$ cat config.mk
export PLATFORM = sky130hd
export DESIGN_NAME = bus_err_flag_reg
export DESIGN_NICKNAME = d
export VERILOG_FILES = /design/src/rtl/bef_pkg.sv /design/src/rtl/bef_slot.sv /design/src/rtl/bef_err_combine.sv /design/src/rtl/bus_err_flag_reg.sv
export SDC_FILE = /design/constraint.sdc
export NUM_CORES = 1
export LEC_CHECK = 0
export BUFFER_PORTS_ARGS = -buffer_cell sky130_fd_sc_hd__clkbuf_2
export CORE_AREA = 2 2 59 61
export DETAILED_ROUTE_END_ITERATION = 12
export DIE_AREA = 0 0 61 63
export GPL_ROUTABILITY_DRIVEN = 0
export PLACE_DENSITY = 0.81
export SKIP_LAST_GASP = 1
export SYNTH_ARGS = -nofsm -noshare
export SYNTH_HDL_FRONTEND = slang
export SYNTH_SLANG_ARGS = --single-unit
export TNS_END_PERCENT = 10
$ cat constraint.sdc
create_clock -name clk -period 1.2 [get_ports clk]
set_input_delay 0.18 -clock clk [delete_from_list [all_inputs] [get_ports clk]]
set_output_delay 0.18 -clock clk [all_outputs]
set_load 0.05 [all_outputs]
$ cat src/rtl/bef_pkg.sv
package bef_pkg;
  localparam int unsigned BEF_DATA_W   = 64;
  localparam int unsigned BEF_SLOTS    = 7;
  localparam int unsigned BEF_FLAG_OFS = 16;
  // slot 2 is reserved; 1 = implemented
  localparam logic [BEF_SLOTS-1:0] BEF_SLOT_MASK = 7'b111_1011;

  typedef enum logic [2:0] {
    SRC_MABORT_RX = 3'd0,
    SRC_TABORT_RX = 3'd1,
    SRC_RESERVED  = 3'd2,
    SRC_EXCEPTION = 3'd3,
    SRC_SYSERR    = 3'd4,
    SRC_PARITY    = 3'd5,
    SRC_TABORT_TX = 3'd6
  } bef_src_e;
endpackage

$ cat src/rtl/bef_slot.sv
module bef_slot (
  input  logic clk,
  input  logic rst,
  input  logic wr_en,
  input  logic wr_en_bit,
  input  logic wr_clr_bit,
  input  logic evt,
  output logic en_q,
  output logic flag_q
);
  logic set_now;
  logic clr_now;

  assign set_now = evt & en_q;
  assign clr_now = wr_en & wr_clr_bit;

  always_ff @(posedge clk) begin
    if (rst) begin
      en_q   <= 1'b0;
      flag_q <= 1'b0;
    end else begin
      if (wr_en) en_q <= wr_en_bit;
      if (set_now)      flag_q <= 1'b1;
      else if (clr_now) flag_q <= 1'b0;
    end
  end

  AST_FLAG_SET: assert property (@(posedge clk) disable iff (rst)
    (evt && en_q) |=> flag_q);
  AST_FLAG_NO_SET: assert property (@(posedge clk) disable iff (rst)
    (!flag_q && !(evt && en_q)) |=> !flag_q);
  AST_W1C: assert property (@(posedge clk) disable iff (rst)
    (wr_en && wr_clr_bit && !(evt && en_q)) |=> !flag_q);
  AST_W0_KEEP: assert property (@(posedge clk) disable iff (rst)
    (flag_q && !(wr_en && wr_clr_bit)) |=> flag_q);
  AST_SET_WINS: assert property (@(posedge clk) disable iff (rst)
    (evt && en_q && wr_en && wr_clr_bit) |=> flag_q);
  AST_EN_WRITE: assert property (@(posedge clk) disable iff (rst)
    wr_en |=> (en_q == $past(wr_en_bit)));
endmodule

$ cat src/rtl/bef_err_combine.sv
module bef_err_combine #(
  parameter int unsigned SLOTS = 7
) (
  input  logic             clk,
  input  logic             rst,
  input  logic [SLOTS-1:0] en_vec,
  input  logic [SLOTS-1:0] flag_vec,
  output logic             err_q
);
  always_ff @(posedge clk) begin
    if (rst) err_q <= 1'b0;
    else     err_q <= |(en_vec & flag_vec);
  end

  AST_ERR_LATENCY: assert property (@(posedge clk) disable iff (rst)
    ##1 (err_q == $past(|(en_vec & flag_vec))));
endmodule

$ cat src/rtl/bus_err_flag_reg.sv
module bus_err_flag_reg
  import bef_pkg::*;
#(
  parameter int unsigned DATA_W   = BEF_DATA_W,
  parameter int unsigned SLOTS    = BEF_SLOTS,
  parameter int unsigned FLAG_OFS = BEF_FLAG_OFS,
  parameter logic [SLOTS-1:0] SLOT_MASK = BEF_SLOT_MASK
) (
  input  logic              clk,
  input  logic              rst,
  input  logic              wr_en,
  input  logic [DATA_W-1:0] wr_data,
  output logic [DATA_W-1:0] rd_data,
  input  logic [SLOTS-1:0]  evt_in,
  output logic              err_out
);
  localparam int unsigned FLAG_TOP = FLAG_OFS + SLOTS - 1;
  localparam logic [DATA_W-1:0] LIVE_MASK =
    (DATA_W'(SLOT_MASK)) | (DATA_W'(SLOT_MASK) << FLAG_OFS);

  logic [SLOTS-1:0] en_vec;
  logic [SLOTS-1:0] flag_vec;

  for (genvar i = 0; i < SLOTS; i++) begin : g_slot
    if (SLOT_MASK[i]) begin : g_live
      bef_slot u_slot (
        .clk        (clk),
        .rst        (rst),
        .wr_en      (wr_en),
        .wr_en_bit  (wr_data[i]),
        .wr_clr_bit (wr_data[FLAG_OFS+i]),
        .evt        (evt_in[i]),
        .en_q       (en_vec[i]),
        .flag_q     (flag_vec[i])
      );
    end else begin : g_rsvd
      assign en_vec[i]   = 1'b0;
      assign flag_vec[i] = 1'b0;
    end
  end

  logic unused_bits;
  assign unused_bits = ^(wr_data & ~LIVE_MASK) ^ ^(evt_in & ~SLOT_MASK);

  always_comb begin
    rd_data = '0;
    rd_data[SLOTS-1:0]        = en_vec;
    rd_data[FLAG_TOP:FLAG_OFS] = flag_vec;
  end

  bef_err_combine #(.SLOTS(SLOTS)) u_err (
    .clk      (clk),
    .rst      (rst),
    .en_vec   (en_vec),
    .flag_vec (flag_vec),
    .err_q    (err_out)
  );

  AST_RSVD_ZERO: assert property (@(posedge clk) disable iff (rst)
    ((rd_data & ~LIVE_MASK) == '0));
  AST_RESET_CLEAR: assert property (@(posedge clk)
    rst |=> (rd_data == '0 && !err_out));
endmodule

==> results of run 1 <==
[state kept, by name (all words and copies together), names as in the netlist]
signal / count
u_err.err_q: 1
g_slot.g_live.u_slot.flag_q: 6
g_slot.g_live.u_slot.en_q: 6
[final timing paths]
path	end	cells past startpoint	slack [ns]	from
setup / recovery	rd_data[0]	1	0.06	g_slot[0].g_live.u_slot.en_q
hold reg to reg	g_slot[5].g_live.u_slot.flag_q	2	0.48	g_slot[5].g_live.u_slot.en_q
setup reg to reg	g_slot[3].g_live.u_slot.flag_q	2	0.42	g_slot[3].g_live.u_slot.flag_q
hold / removal	g_slot[5].g_live.u_slot.flag_q	3	0.13	evt_in[5]
[cell usage after synthesis]
cell type | count | area (sq um)
mux2i_1 | 6 | 60.06
a21bo_2 | 2 | 20.02
nand2_1 | 6 | 22.52
buf_2 | 1 | 5.000
buf_6 | 1 | 11.26
a22oi_1 | 3 | 22.52
buf_4 | 64 | 480.5
nor2_1 | 6 | 22.52
a21bo_1 | 4 | 40.04
a21oi_2 | 4 | 35.03
a31oi_1 | 1 | 6.260
dfxtp_1 | 13 | 260.3
a21oi_1 | 2 | 10.01
conb_1 | 1 | 3.750
[final cells by class]
type / instances / share of cell area, %
clock buffers: 4 / 2.785
multi-input cells: 86 / 46.02
flip-flops and latches: 13 / 27.59
well taps: 46 / 6.101
repair buffers: 33 / 17.51
[through the flow]
stage / area [sq um] / setup slack, ns / cells / hold WS [ns] / util, %
floorplan: 1191 / 0.4327 / 165 / 0.2491 / -
global placement: 917.1 / 0.3152 / 178 / 0.4138 / 28.38
detailed placement: 917.1 / 0.3133 / 178 / 0.4213 / 28.38
CTS: 943.4 / 0.04156 / 182 / 0.1261 / 29.19
global route: 943.4 / 0.006102 / 182 / 0.1246 / 29.19
finish: 943.4 / 0.05549 / 182 / 0.1305 / 29.19
[power by group]
part	switching [mW]	leakage, nW	internal (mW)
Sequential	0.0179	0.106	0.452
Clock	0.141	0.0150	0.129
Combinational	0.472	0.395	0.0605
[cell families after synthesis]
family | count (synthesis) | synth area share (%)
compound gates | 16 | 13.39
buf+inv | 66 | 49.69
flops | 13 | 26.03
mux | 6 | 6.008
other cells | 1 | 0.3751
simple gates | 12 | 4.505
[repair_timing]
item	4_1_cts	5_1_grt
hold buffers	0	0
resized for setup	0	1
setup endpoints to repair	0	1
[per-layer routing]
layer / part of all wire, % / wire, um / track usage [%] / up-vias
met1: 38 / 552 / 6.642 / 261
li1: - / - / - / 293
met4: 0 / 0 / 3.261 / 0
met2: 48 / 699 / 11.56 / 51
met5: 0 / 0 / 0 / -
met3: 14 / 209 / 2.692 / 0
==> out/results.tsv, run 1 <==
metric	value	unit
globalRouteTotalUtil	6.678	%
grt_pass1_vias	422	
coreArea	0.003232	sq mm
multiInputGateArea	434.2	sq um
numCtsBuffers	3	
worstSetupPathType	reg -> out	
power	1.273	mW
cpLargestDelayFamily	flip-flops	
vias_per_cell	3.324	
fillCellCount	349	
grt_max_degree	14	
io_buffers	33	
final_nets	211	
critPathMaxStageDelay	0.38	ns
drc_errors	0	
rows	21	
hold_class	in -> reg	
initial_utilization	30.93	%
hold_viol	0	
clock_latency	0.27	ns
die_w	61	um
cts_setup_buffers	0	
ys_seq_area_share	26.03	%
fp.dieH	63	um
wirelength	1461	um
drv_slew	0	
drt_iter0_drc	9	
drt_pre_antenna_iters	2	
crit_chain	clkbuf_2	
crit_fanout	4	
netlist_area	999.7	sq um
cts_max_level	1	
timing.critical_path.buf_inv	1	
syn_inst	114	
die_area	0.003843	sq mm
vdd_ir_drop_max	0.3099	mV
synth_area_per_cell	8.769	sq um
status	completed	
clock.fmax	873.7	MHz
required	1.02	ns
diodes	0	
p_per_area	1349	mW/mm^2
yosys_warnings	0	
final_common_cell	conb_1	
regArea	260.3	sq um
fin_tns_setup	0	ns
drive_gt1_share	30.88	%
setup_viol	0	
overflow	0	
vias	605	
slowest_stage	dfxtp_1	
layout_min_cycle_time	1.145	ns
ant_nets	0	
area_growth	-5.632	%
rsz0062_at_grt	false	
fin_skew	0.008618	ns
grt_pass1_wl	1897	um
path_clk_slew	0.08	ns
power_leakage	0.5165	nW
dpl.hpwl	1191	um
io_pins	139	
ys_ff_latch	13	
antenna_found_initial	0	
drv_cap	0	
crit_arrival	0.96	ns
min_period_over_period	95.38	%
cts-root-buf	clkbuf_4	
post_drt_wl_per_cell	8.027	um
ys_types	14	
end_kind	primary output	
cts_buffer_depth	2	
cts.sinks	13	
cts_tree	built	
final_cell_mix	52 x conb_1, 32 x clkbuf_2, 13 x dfxtp_1	
crit_path_start_kind	flop	
Note: power is estimated with default switching activity, not from simulation.
==> run 2, diff against run 1 <==
--- a/config.mk
+++ b/config.mk
@@ -10,7 +10,8 @@
 export DETAILED_ROUTE_END_ITERATION = 12
 export DIE_AREA = 0 0 61 63
 export GPL_ROUTABILITY_DRIVEN = 0
-export PLACE_DENSITY = 0.81
+export HOLD_SLACK_MARGIN = 0.08
+export PLACE_DENSITY = 0.82
 export SKIP_LAST_GASP = 1
 export SYNTH_ARGS = -nofsm -noshare
 export SYNTH_HDL_FRONTEND = slang
==> run 2 against run 1 <==
Effect of this change: critical path depth unchanged; core utilization unchanged; global-route usage up 0.81 points; via count up 3.1%; final cell count unchanged; clock skew down 0.0064 ns; setup slack better by 0.0045 ns; design area unchanged; worst hold slack better by 0.0031 ns; clock-buffer cell count unchanged; highest routed layer is now met4.
==> out/results.tsv, run 2 (same netlist as run 1, synthesis figures left out) <==
metric	value	unit
post_drt_wl_per_cell	8.176	um
hold_viol	0	
fin_tns_setup	0	ns
drive_gt1_share	30.88	%
critPathMaxStageDelay	0.39	ns
min_period_over_period	95.00	%
regArea	260.3	sq um
grt_pass1_wl	2118	um
ant_nets	0	
drv_slew	0	
globalRouteTotalUtil	7.489	%
hold_class	in -> reg	
worstSetupPathType	reg -> out	
cts.sinks	13	
grt_pass1_vias	494	
area_growth	-5.632	%
io_buffers	33	
final_cell_mix	52 x conb_1, 32 x clkbuf_2, 13 x dfxtp_1	
timing.critical_path.buf_inv	1	
cpLargestDelayFamily	flip-flops	
cts_tree	built	
overflow	0	
cts_setup_buffers	0	
status	completed	
final_common_cell	conb_1	
power	1.270	mW
antenna_found_initial	0	
drt_pre_antenna_iters	2	
drt_iter0_drc	7	
vias	624	
final_nets	211	
coreArea	0.003232	sq mm
layout_min_cycle_time	1.140	ns
fin_skew	0.002211	ns
io_pins	139	
diodes	0	
required	1.02	ns
wirelength	1488	um
drv_cap	0	
reg_top3	g_slot.g_live.u_slot.en_q (6), g_slot.g_live.u_slot.flag_q (6), u_err.err_q (1)	
dp_cells	178	
fin_area	943.4	sq um
dpl_cell_area	917.1	sq um
cts-root-buf	clkbuf_4	
grt_max_degree	14	
p_per_area	1346	mW/mm^2
setup_viol	0	
initial_utilization	30.93	%
cts_max_level	1	
rows	21	
dpl.hpwl	1216	um
die_w	61	um
vdd_ir_drop_max	0.2407	mV
stdcell_count	182	
cts_buffer_depth	2	
multiInputGateArea	434.2	sq um
dp_slack	0.2916	ns
clock_latency	0.27	ns
end_kind	primary output	
die_area	0.003843	sq mm
vias_per_cell	3.429	
slowest_stage	dfxtp_1	
crit_path_start_kind	flop	
path_clk_slew	0.07	ns
crit_fanout	4	
cts_resized	0	
clock.fmax	877.2	MHz
rsz0062_at_grt	false	
crit_chain	clkbuf_2	
drc_errors	0	
fp.dieH	63	um
power_leakage	0.5165	nW
worst_slack	0.05996	ns
crit_arrival	0.96	ns
fillCellCount	362	
cts-hold-fix-buffers	0	
timing.hold.ws	0.1336	ns
numCtsBuffers	3	
utilization	29.19	%
-- run 2: cell counts in the layout (fill, tap and decap cells not counted) --
Identical to the previous run, type by type.
-- run 2: final cells by class --
type,instances,area share [%]
multi-input cells,86,46.02
repair buffers,33,17.51
well taps,46,6.101
clock buffers,4,2.785
flip-flops and latches,13,27.59
-- run 2: where the power goes --
| group | switching (mW) | internal (mW) |
|---|---|---|
| registers | 0.0180 | 0.452 |
| clock network | 0.136 | 0.129 |
| logic | 0.474 | 0.0606 |
| total | 0.628 | 0.642 |
-- run 2: worst paths after layout --
kind / from / end / slack, ns / depth (start not counted)
worst max-delay path: g_slot[6].g_live.u_slot.en_q / rd_data[6] / 0.06 / 1
worst max register to register: g_slot[1].g_live.u_slot.en_q / u_err.err_q / 0.40 / 2
worst min register to register: g_slot[0].g_live.u_slot.en_q / g_slot[0].g_live.u_slot.flag_q / 0.50 / 2
worst min-delay path: evt_in[6] / g_slot[6].g_live.u_slot.flag_q / 0.13 / 3
-- run 2: per-layer routing --
metal	GRT usage [%]	vias to the layer above	share of wire (%)
met4	4.891	0	2.8
met5	0	-	0
li1	-	295	-
met2	12.63	56	46
met1	7.635	268	36
met3	2.277	5	15
